[config.mk]
export PLATFORM = sky130hd
export DESIGN_NAME = uart_line_tx
export DESIGN_NICKNAME = d
export VERILOG_FILES = /design/src/rtl/uart_tx_pkg.sv /design/src/rtl/uart_tx_hold.sv /design/src/rtl/uart_tx_framer.sv /design/src/rtl/uart_tx_shifter.sv /design/src/rtl/uart_line_tx.sv
export SDC_FILE = /design/constraint.sdc
export NUM_CORES = 1
export LEC_CHECK = 0
export BUFFER_PORTS_ARGS = -buffer_cell sky130_fd_sc_hd__buf_2
export CORE_MARGIN = 3
export CORE_UTILIZATION = 32
export CTS_CLUSTER_SIZE = 40
export DETAILED_ROUTE_END_ITERATION = 12
export HOLD_SLACK_MARGIN = 0.1
export SYNTH_ARGS = -nofsm -noshare
export SYNTH_HDL_FRONTEND = slang
export SYNTH_HIERARCHICAL = 1
export SYNTH_SLANG_ARGS = --single-unit
export TNS_END_PERCENT = 20
[constraint.sdc]
create_clock -name clk -period 4.5 [get_ports clk]
set_input_delay 0.675 -clock clk [delete_from_list [all_inputs] [get_ports clk]]
set_output_delay 0.675 -clock clk [all_outputs]
set_load 0.02 [all_outputs]
[src/rtl/uart_tx_pkg.sv]
package uart_tx_pkg;

  typedef struct packed {
    logic       brk;
    logic       stick;
    logic       even;
    logic       par_en;
    logic       stop2;
    logic [1:0] wlen;
  } line_ctl_t;

  typedef enum logic [2:0] {
    ST_IDLE,
    ST_START,
    ST_DATA,
    ST_PAR,
    ST_STOP
  } tx_state_e;

  typedef struct packed {
    logic [7:0] data;
    logic [3:0] nbits;
    logic       par_en;
    logic       par_bit;
  } frame_t;

endpackage

[src/rtl/uart_tx_hold.sv]
module uart_tx_hold (
  input  logic       clk,
  input  logic       rst_n,
  input  logic       in_valid,
  input  logic [7:0] in_data,
  output logic       in_ready,
  input  logic       take,
  output logic       full,
  output logic [7:0] data
);
  always_ff @(posedge clk) begin
    if (!rst_n) begin
      full <= 1'b0;
      data <= '0;
    end else if (take) begin
      full <= 1'b0;
    end else if (in_valid && !full) begin
      full <= 1'b1;
      data <= in_data;
    end
  end

  assign in_ready = !full;
endmodule

[src/rtl/uart_tx_framer.sv]
module uart_tx_framer
  import uart_tx_pkg::*;
#(
  parameter int OVS = 16,
  parameter int CW  = 6
) (
  input  logic [7:0]    data,
  input  logic [1:0]    wlen,
  input  logic          stop2,
  input  logic          par_en,
  input  logic          even,
  input  logic          stick,
  output frame_t        frame,
  output logic [CW-1:0] stop_len
);
  logic [3:0] nbits;
  logic [7:0] masked;
  logic       ones_odd;

  assign nbits = 4'd5 + {2'b00, wlen};

  always_comb begin
    for (int i = 0; i < 8; i++) begin
      masked[i] = data[i] & (4'(i) < nbits);
    end
  end

  assign ones_odd = ^masked;

  always_comb begin
    frame.data   = masked;
    frame.nbits  = nbits;
    frame.par_en = par_en;
    if (stick) begin
      frame.par_bit = !even;
    end else if (even) begin
      frame.par_bit = ones_odd;
    end else begin
      frame.par_bit = !ones_odd;
    end
  end

  always_comb begin
    if (!stop2) begin
      stop_len = CW'(OVS);
    end else if (wlen == 2'b00) begin
      stop_len = CW'(OVS + OVS / 2);
    end else begin
      stop_len = CW'(2 * OVS);
    end
  end
endmodule

[src/rtl/uart_tx_shifter.sv]
module uart_tx_shifter
  import uart_tx_pkg::*;
#(
  parameter int OVS = 16,
  parameter int CW  = 6
) (
  input  logic          clk,
  input  logic          rst_n,
  input  logic          tick,
  input  logic          load,
  input  frame_t        frame,
  input  logic [CW-1:0] stop_len,
  output logic          idle,
  output logic          line
);
  tx_state_e     state;
  logic [CW-1:0] tcnt;
  logic [CW-1:0] cur_len;
  logic [CW-1:0] stop_q;
  logic [7:0]    sreg;
  logic [3:0]    left;
  logic          pen_q;
  logic          par_q;
  logic          bit_done;

  assign cur_len  = (state == ST_STOP) ? stop_q : CW'(OVS);
  assign bit_done = tick && (tcnt == cur_len - CW'(1));

  always_ff @(posedge clk) begin
    if (!rst_n) begin
      state  <= ST_IDLE;
      tcnt   <= '0;
      stop_q <= CW'(OVS);
      sreg   <= '0;
      left   <= '0;
      pen_q  <= 1'b0;
      par_q  <= 1'b0;
    end else if (load && state == ST_IDLE) begin
      state  <= ST_START;
      tcnt   <= '0;
      stop_q <= stop_len;
      sreg   <= frame.data;
      left   <= frame.nbits;
      pen_q  <= frame.par_en;
      par_q  <= frame.par_bit;
    end else if (state != ST_IDLE && tick) begin
      if (bit_done) begin
        tcnt <= '0;
        unique case (state)
          ST_START: state <= ST_DATA;
          ST_DATA: begin
            sreg <= {1'b0, sreg[7:1]};
            left <= left - 4'd1;
            if (left == 4'd1) begin
              state <= pen_q ? ST_PAR : ST_STOP;
            end
          end
          ST_PAR:  state <= ST_STOP;
          ST_STOP: state <= ST_IDLE;
          default: state <= ST_IDLE;
        endcase
      end else begin
        tcnt <= tcnt + CW'(1);
      end
    end
  end

  always_comb begin
    unique case (state)
      ST_START: line = 1'b0;
      ST_DATA:  line = sreg[0];
      ST_PAR:   line = par_q;
      default:  line = 1'b1;
    endcase
  end

  assign idle = (state == ST_IDLE);
endmodule

[src/rtl/uart_line_tx.sv]
module uart_line_tx
  import uart_tx_pkg::*;
#(
  parameter int OVS = 16
) (
  input  logic       clk,
  input  logic       rst_n,
  input  logic       baud_tick,
  input  logic [6:0] line_ctl,
  input  logic       wr_valid,
  input  logic [7:0] wr_data,
  output logic       wr_ready,
  output logic       txd,
  output logic       shift_empty
);
  localparam int CW = $clog2(2 * OVS + 1);

  line_ctl_t     cfg;
  logic          hold_full;
  logic [7:0]    hold_data;
  logic          take;
  logic          line_raw;
  frame_t        frame;
  logic [CW-1:0] stop_len;

  assign cfg  = line_ctl_t'(line_ctl);
  assign take = hold_full && shift_empty;

  uart_tx_hold u_hold (
    .clk      (clk),
    .rst_n    (rst_n),
    .in_valid (wr_valid),
    .in_data  (wr_data),
    .in_ready (wr_ready),
    .take     (take),
    .full     (hold_full),
    .data     (hold_data)
  );

  uart_tx_framer #(.OVS(OVS), .CW(CW)) u_framer (
    .data     (hold_data),
    .wlen     (cfg.wlen),
    .stop2    (cfg.stop2),
    .par_en   (cfg.par_en),
    .even     (cfg.even),
    .stick    (cfg.stick),
    .frame    (frame),
    .stop_len (stop_len)
  );

  uart_tx_shifter #(.OVS(OVS), .CW(CW)) u_shift (
    .clk      (clk),
    .rst_n    (rst_n),
    .tick     (baud_tick),
    .load     (take),
    .frame    (frame),
    .stop_len (stop_len),
    .idle     (shift_empty),
    .line     (line_raw)
  );

  assign txd = cfg.brk ? 1'b0 : line_raw;
endmodule

### After elaboration in Yosys (flattened, before gate mapping)

Cells that the tools add are included.

| word-level totals | value |
|---|---|
| bits of input ports | 19 |
| word-level logic and storage cells | 83 |
| flip-flop bits (word level) | 38 |

| operators by class | value |
|---|---|
| reductions and logical operators | 21 |
| mux-type cells | 22 |
| bitwise operators | 10 |
| order comparisons | 8 |
| eq/ne operators | 8 |
| $add $sub $neg | 4 |

Operators with widths:

| operator | count |
|---|---|
| 2-to-1 mux 8 bit | 4 |
| 2-to-1 mux 6 bit | 4 |
| less-than comparator 3 x 4 -> 1 bit (first input constant) | 4 |
| 2-to-1 mux 4 bit | 4 |
| one-hot mux 3 bit (3 select lines) | 1 |
| AND reduction 3 bit | 3 |
| AND 1 bit | 8 |
| less-than comparator 1 x 4 -> 1 bit (first input constant) | 2 |
| less-than comparator 2 x 4 -> 1 bit (first input constant) | 2 |
| parity 8 bit | 1 |
| adder 6 x 1 -> 6 bit (second input constant) | 1 |
| equality test 3 x 2 -> 1 bit (second input constant) | 2 |
| equality test 6 bit | 1 |
| 2-to-1 mux 1 bit | 6 |
| 2-to-1 mux 3 bit | 2 |
| nonzero test 2 bit | 3 |
| subtractor 6 x 1 -> 6 bit (second input constant) | 1 |
| logical AND 1 bit | 5 |
| adder 3 x 2 -> 4 bit (first input constant) | 1 |
| equality test 4 x 1 -> 1 bit (second input constant) | 1 |
| OR reduction 2 bit | 2 |
| subtractor 4 x 1 -> 4 bit (second input constant) | 1 |
| equality test 3 x 1 -> 1 bit (second input constant) | 1 |
| equality test 3 bit (second input constant) | 1 |
| other kinds (9) | 12 |

### Logic depth before layout (Yosys ltp)

| depth | value |
|---|---|
| word-level depth | 8 |
| depth in mapped cells | 9 |
| gate-level depth less buffers | 9 |

### Cells and area by module

The synthesis kept the hierarchy.

By module, submodules not included:

| module | cells an instance | seq. area each (µm²) | area an instance (µm²) | instances |
|---|---|---|---|---|
| uart_tx_shifter | 229 | 580.6 | 1759.2 | 1 |
| uart_tx_hold | 40 | 180.2 | 374.1 | 1 |
| uart_tx_framer | 32 | 0.0 | 265.3 | 1 |
| uart_line_tx | 2 | 0.0 | 20.0 | 1 |

### Least setup slack after synthesis

Ideal clock, no wire load.

| timing | value |
|---|---|
| kind | flip-flop to flip-flop |
| start | register u_shift.state[0] |
| end | register u_shift.par_q |
| slack | 2091 ps |
| stages on the path, launching flop included | 9 |
| setup time | 70 ps |
| period minus slack after synthesis | 2409 ps |
| arrival | 2339 ps |
| path buffers | 3 |
| cells stage by stage | dfxtp_1 clkbuf_1 nor3_1 and2_1 and2_1 clkbuf_1 buf_1 nand2_1 a21oi_1 |

| on the way | value |
|---|---|
| word-level cells in the longest chain between the ends | 3 |

Ends and longest elaborated chain:

| element | RTL line | text |
|---|---|---|
| from (decl) | uart_tx_shifter.sv:16 | `tx_state_e state;` |
| from (signal assigned) | uart_tx_shifter.sv:55 | `state <= pen_q ? ST_PAR : ST_STOP;` |
| logical NOT 3 bit | uart_tx_shifter.sv:77 | `assign idle = (state == ST_IDLE);` |
| net shift_empty | uart_line_tx.sv:14 | `output logic shift_empty` |
| logical AND 1 bit | uart_line_tx.sv:27 | `assign take = hold_full && shift_empty;` |
| net take | uart_line_tx.sv:21 | `logic take;` |
| logical AND 1 bit | uart_tx_shifter.sv:38 | `end else if (load && state == ST_IDLE) begin` |
| to (signal assigned) | uart_tx_shifter.sv:45 | `par_q <= frame.par_bit;` |
| to (decl) | uart_tx_shifter.sv:23 | `logic par_q;` |

The timed path passes the listed nets, and every way through them passes these cells.
A chain may end at the register's enable or synchronous reset.

### Worst setup path in the final report

| timing | value |
|---|---|
| start | register u_shift.state[2] |
| end | register u_shift.sreg[0] |

| on the way | value |
|---|---|
| word-level cells in the longest chain between the ends | 7 |
| elaborated cells on any way between the ends | 16 |
| those cells by class | add/sub: 1; eq/ne: 3; mux: 2; reduce/logical: 10 |

Ends and longest elaborated chain:

| element | RTL line | text |
|---|---|---|
| equality test 3 bit | uart_tx_shifter.sv:26 | `assign cur_len = (state == ST_STOP) ? stop_q : CW'(OVS);` |
| 2-to-1 mux 6 bit | uart_tx_shifter.sv:26 |  |
| subtractor 6 x 1 -> 6 bit | uart_tx_shifter.sv:27 | `assign bit_done = tick && (tcnt == cur_len - CW'(1));` |
| equality test 6 bit | uart_tx_shifter.sv:27 |  |
| logical AND 1 bit | uart_tx_shifter.sv:27 |  |
| nonzero test 2 bit (no source line) | - |  |
| AND reduction 3 bit (no source line) | - |  |
| to (signal assigned) | uart_tx_shifter.sv:42 | `sreg <= frame.data;` |
| to (signal assigned) | uart_tx_shifter.sv:52 | `sreg <= {1'b0, sreg[7:1]};` |
| to (decl) | uart_tx_shifter.sv:20 | `logic [7:0] sreg;` |

Several ways; a longest one is shown, not always the timed one.

==> flow_metrics.env <==
export IMPL_drt_pass1_iter_count=4
export IMPL_num_vias=2075
export IMPL_min_period_over_period_pct=68.0
export IMPL_max_freq_mhz=327
export IMPL_clock_tree_buffer_depth=2
export IMPL_initial_utilization_pct=33.2
export IMPL_arrival_ns=3.26
export IMPL_post_drt_wl_per_cell_um=13.1
export IMPL_rsz0062_at_grt="no"
export IMPL_grt_pass1_wl_um=8990
export IMPL_synth_top_cells_by_area="dfxtp_1 (31%), nand2_1 (7.0%), a21oi_1 (3.9%), buf_4 (3.4%), mux2i_1 (3.3%)"
export IMPL_route_final_wire_length_um=5240
export IMPL_post_synthesis_cell_type_count=58
export IMPL_timing_critical_path_max_delay_family="simple AND/OR/NAND/NOR gates"
export IMPL_vias_per_cell=5.17
export IMPL_crit_slowest_cell="nor3b_1"
export IMPL_grt_max_degree=36
export IMPL_clock_tree_root_driver_cell="clkbuf_8"
export IMPL_timing_worst_setup_path_type="flop to flop"
export IMPL_h_tree_depth=2
export IMPL_vertical_extent_of_the_die_um=92.9
export IMPL_synth_seq_area_share_pct=31.5
export IMPL_cts_sinks=38
export IMPL_power_density_nw_per_um2=293
export IMPL_syn_area_sq_um=2420
export IMPL_yosys_register_bits=38
export IMPL_critical_path_max_stage_delay_ns=0.64
export IMPL_timing_final_crit_period_ns=3.06
export IMPL_reg2reg_setup_slack_ns=1.44
export IMPL_setup_skew_ns=0.00756
export IMPL_min_path_type="flop to flop"
export IMPL_layout_commonest_cell="nand2_1"
export IMPL_die_x_um=92.9
export IMPL_diodes=0
export IMPL_io_buffers=21
export IMPL_layout_cells_sized_above_1_pct=12.6
export IMPL_core_area_sq_um=7290
export IMPL_grt_antenna_before_repair=0
export IMPL_die_area_sq_um=8640
export IMPL_post_cts_resized=0
export IMPL_finalHoldViolations=0
export IMPL_drt_iter0_drc=74
export IMPL_ys_async_sr_fraction_pct=0
export IMPL_detailed_place_hpwl_um=3620
export IMPL_worst_path_max_fanout=15
export IMPL_power_static_leakage_nw=0.964
export IMPL_route_antenna_remaining_nets=0
export IMPL_timing_critical_path_from_type="flop"
export IMPL_ys_warns=6
export IMPL_worst_ir_drop_vdd_mv=0.152
export IMPL_grt_ovfl_total=0
export IMPL_gr_usage_all_layers_pct=12.9
export IMPL_postCtsSetupRepairBufs=0
export IMPL_path_buf_inv=0
export IMPL_ys_dominant_reg_cell="dfxtp_1"
export IMPL_postSynthCellCount=303
export IMPL_max_slew_margin_pct=30.2
export IMPL_tns_setup_ns=0
export IMPL_place_ws_ns=1.51
export IMPL_synthesis_area_per_instance_sq_um=7.98
export IMPL_critPathRequiredTime_ns=4.70
export IMPL_netlist_top_cell_by_area="dfxtp_1"
export IMPL_tritoncts="built"
export IMPL_run_status="finished clean"
export IMPL_drv_cap=0
export IMPL_setup_viol_count_final=0
export IMPL_placementRows=31
export IMPL_finalMaxSlewViolations=0
export IMPL_drc_errors=0
export IMPL_inserted_clock_buffers=5
export IMPL_worstPathCellList="nor3b_1 -> a31oi_1 -> o21ai_0 -> nand4_1 -> or2_1 -> a311oi_2"
export IMPL_num_io_pins=22
export IMPL_synth_edf_count=0
export IMPL_layout_cells_most_common_list="nand2_1 (45), dfxtp_1 (38), buf_2 (21)"
export IMPL_post_route_worst_setup_slack_ns=1.44
export IMPL_gp_weighted_congestion=0.821
export IMPL_area_growth_syn_to_layout_pct=5.74
export IMPL_nNetsFinal=328
export IMPL_synth_top_area_share_pct=31.5
export IMPL_post_cts_hold_buffer_count=0
export IMPL_number_of_global_route_vias_before_repair=1876
export IMPL_timing_critical_path_to_type="flop"
export IMPL_worst_setup_hold_path_clk_slew_ns=0.07
export IMPL_clock_insertion_delay_worst_skew_ns=0.29
export IMPL_worst_slew_pin_transition_ns=1.05
## synthesized netlist by cell type, drive strengths merged (3+ instances only)
master	n
nor2	17
or4	3
nor3	4
buf	16
o22ai	4
ha	6
or3	4
inv	13
nor4	10
nand4	5
nor3b	5
nand2b	4
o211ai	4
a31oi	4
dfxtp	38
nand3	4
nor2b	5
a211oi	7
clkbuf	14
a21oi	19
o21ai	15
o31ai	5
xnor2	3
mux2i	8
nand2	45
and2	6
## worst paths after layout
check | from | end | cells after the start
worst max-delay path | u_shift/state[2]$_SDFFE_PP0P_ | u_shift/sreg[0]$_SDFFE_PN0P_ | 6
worst max register to register | u_shift/state[2]$_SDFFE_PP0P_ | u_shift/sreg[0]$_SDFFE_PN0P_ | 6
worst min register to register | u_shift/stop_q[5]$_SDFFE_PN0P_ | u_shift/stop_q[5]$_SDFFE_PN0P_ | 2
worst min-delay path | u_shift/stop_q[5]$_SDFFE_PN0P_ | u_shift/stop_q[5]$_SDFFE_PN0P_ | 2
## where the power goes
group          internal (mW)  switching, mW
clock                  0.118          0.118
combinational         0.0580         0.0737
sequential             0.359         0.0210
total                  0.535          0.213
## registers in the layout (all words and copies together), names as in the netlist
name,count
u_shift/stop_q,6
u_shift/state,3
u_shift/pen_q,1
u_shift/par_q,1
u_shift/sreg,8
u_hold/full,1
u_shift/left,4
u_shift/tcnt,6
u_hold/data,8
## metal layers
layer,part of all wire [%],global-route usage [%]
met5,0,0
met2,45,20.1
met3,3.6,2.92
met4,1.2,4.40
met1,50,17.4
## tightest hold or removal path, cell delays in order (launching register included)
cell and delay (ns):
dfxtp_1 0.31, nand2_1 0.05, a21oi_1 0.05
## per-stage QoR
stage	hold WS (ns)	cells	utilization [%]	total power [mW]	cell area, sq um
after floorplan	0.431	305	-	0.496	2430
after global placement	0.445	395	33.9	0.517	2470
after detailed placement	0.450	395	33.9	0.520	2470
after CTS	0.461	401	35.1	0.761	2560
after global routing	0.476	401	35.1	0.791	2560
final	0.459	401	35.1	0.748	2560
## cells by family after synthesis
group	share of synthesized area, %
AO/OA/AOI/OAI	21.6
multiplexers	3.31
adder cells (fa/ha/maj)	3.10
other	0.155
buffers and inverters	9.78
AND/OR/NAND/NOR	27.3
flip-flops	31.5
XOR/XNOR	3.31
## area by class of cell
cell class | count | area [sq um]
clock buffers | 6 | 82.6
flip-flops and latches | 38 | 761
fillers | 798 | 4730
inverters | 13 | 48.8
multi-input cells | 223 | 1430
well taps | 99 | 124
repair buffers | 22 | 113
(Power assumes the default switching activity.)
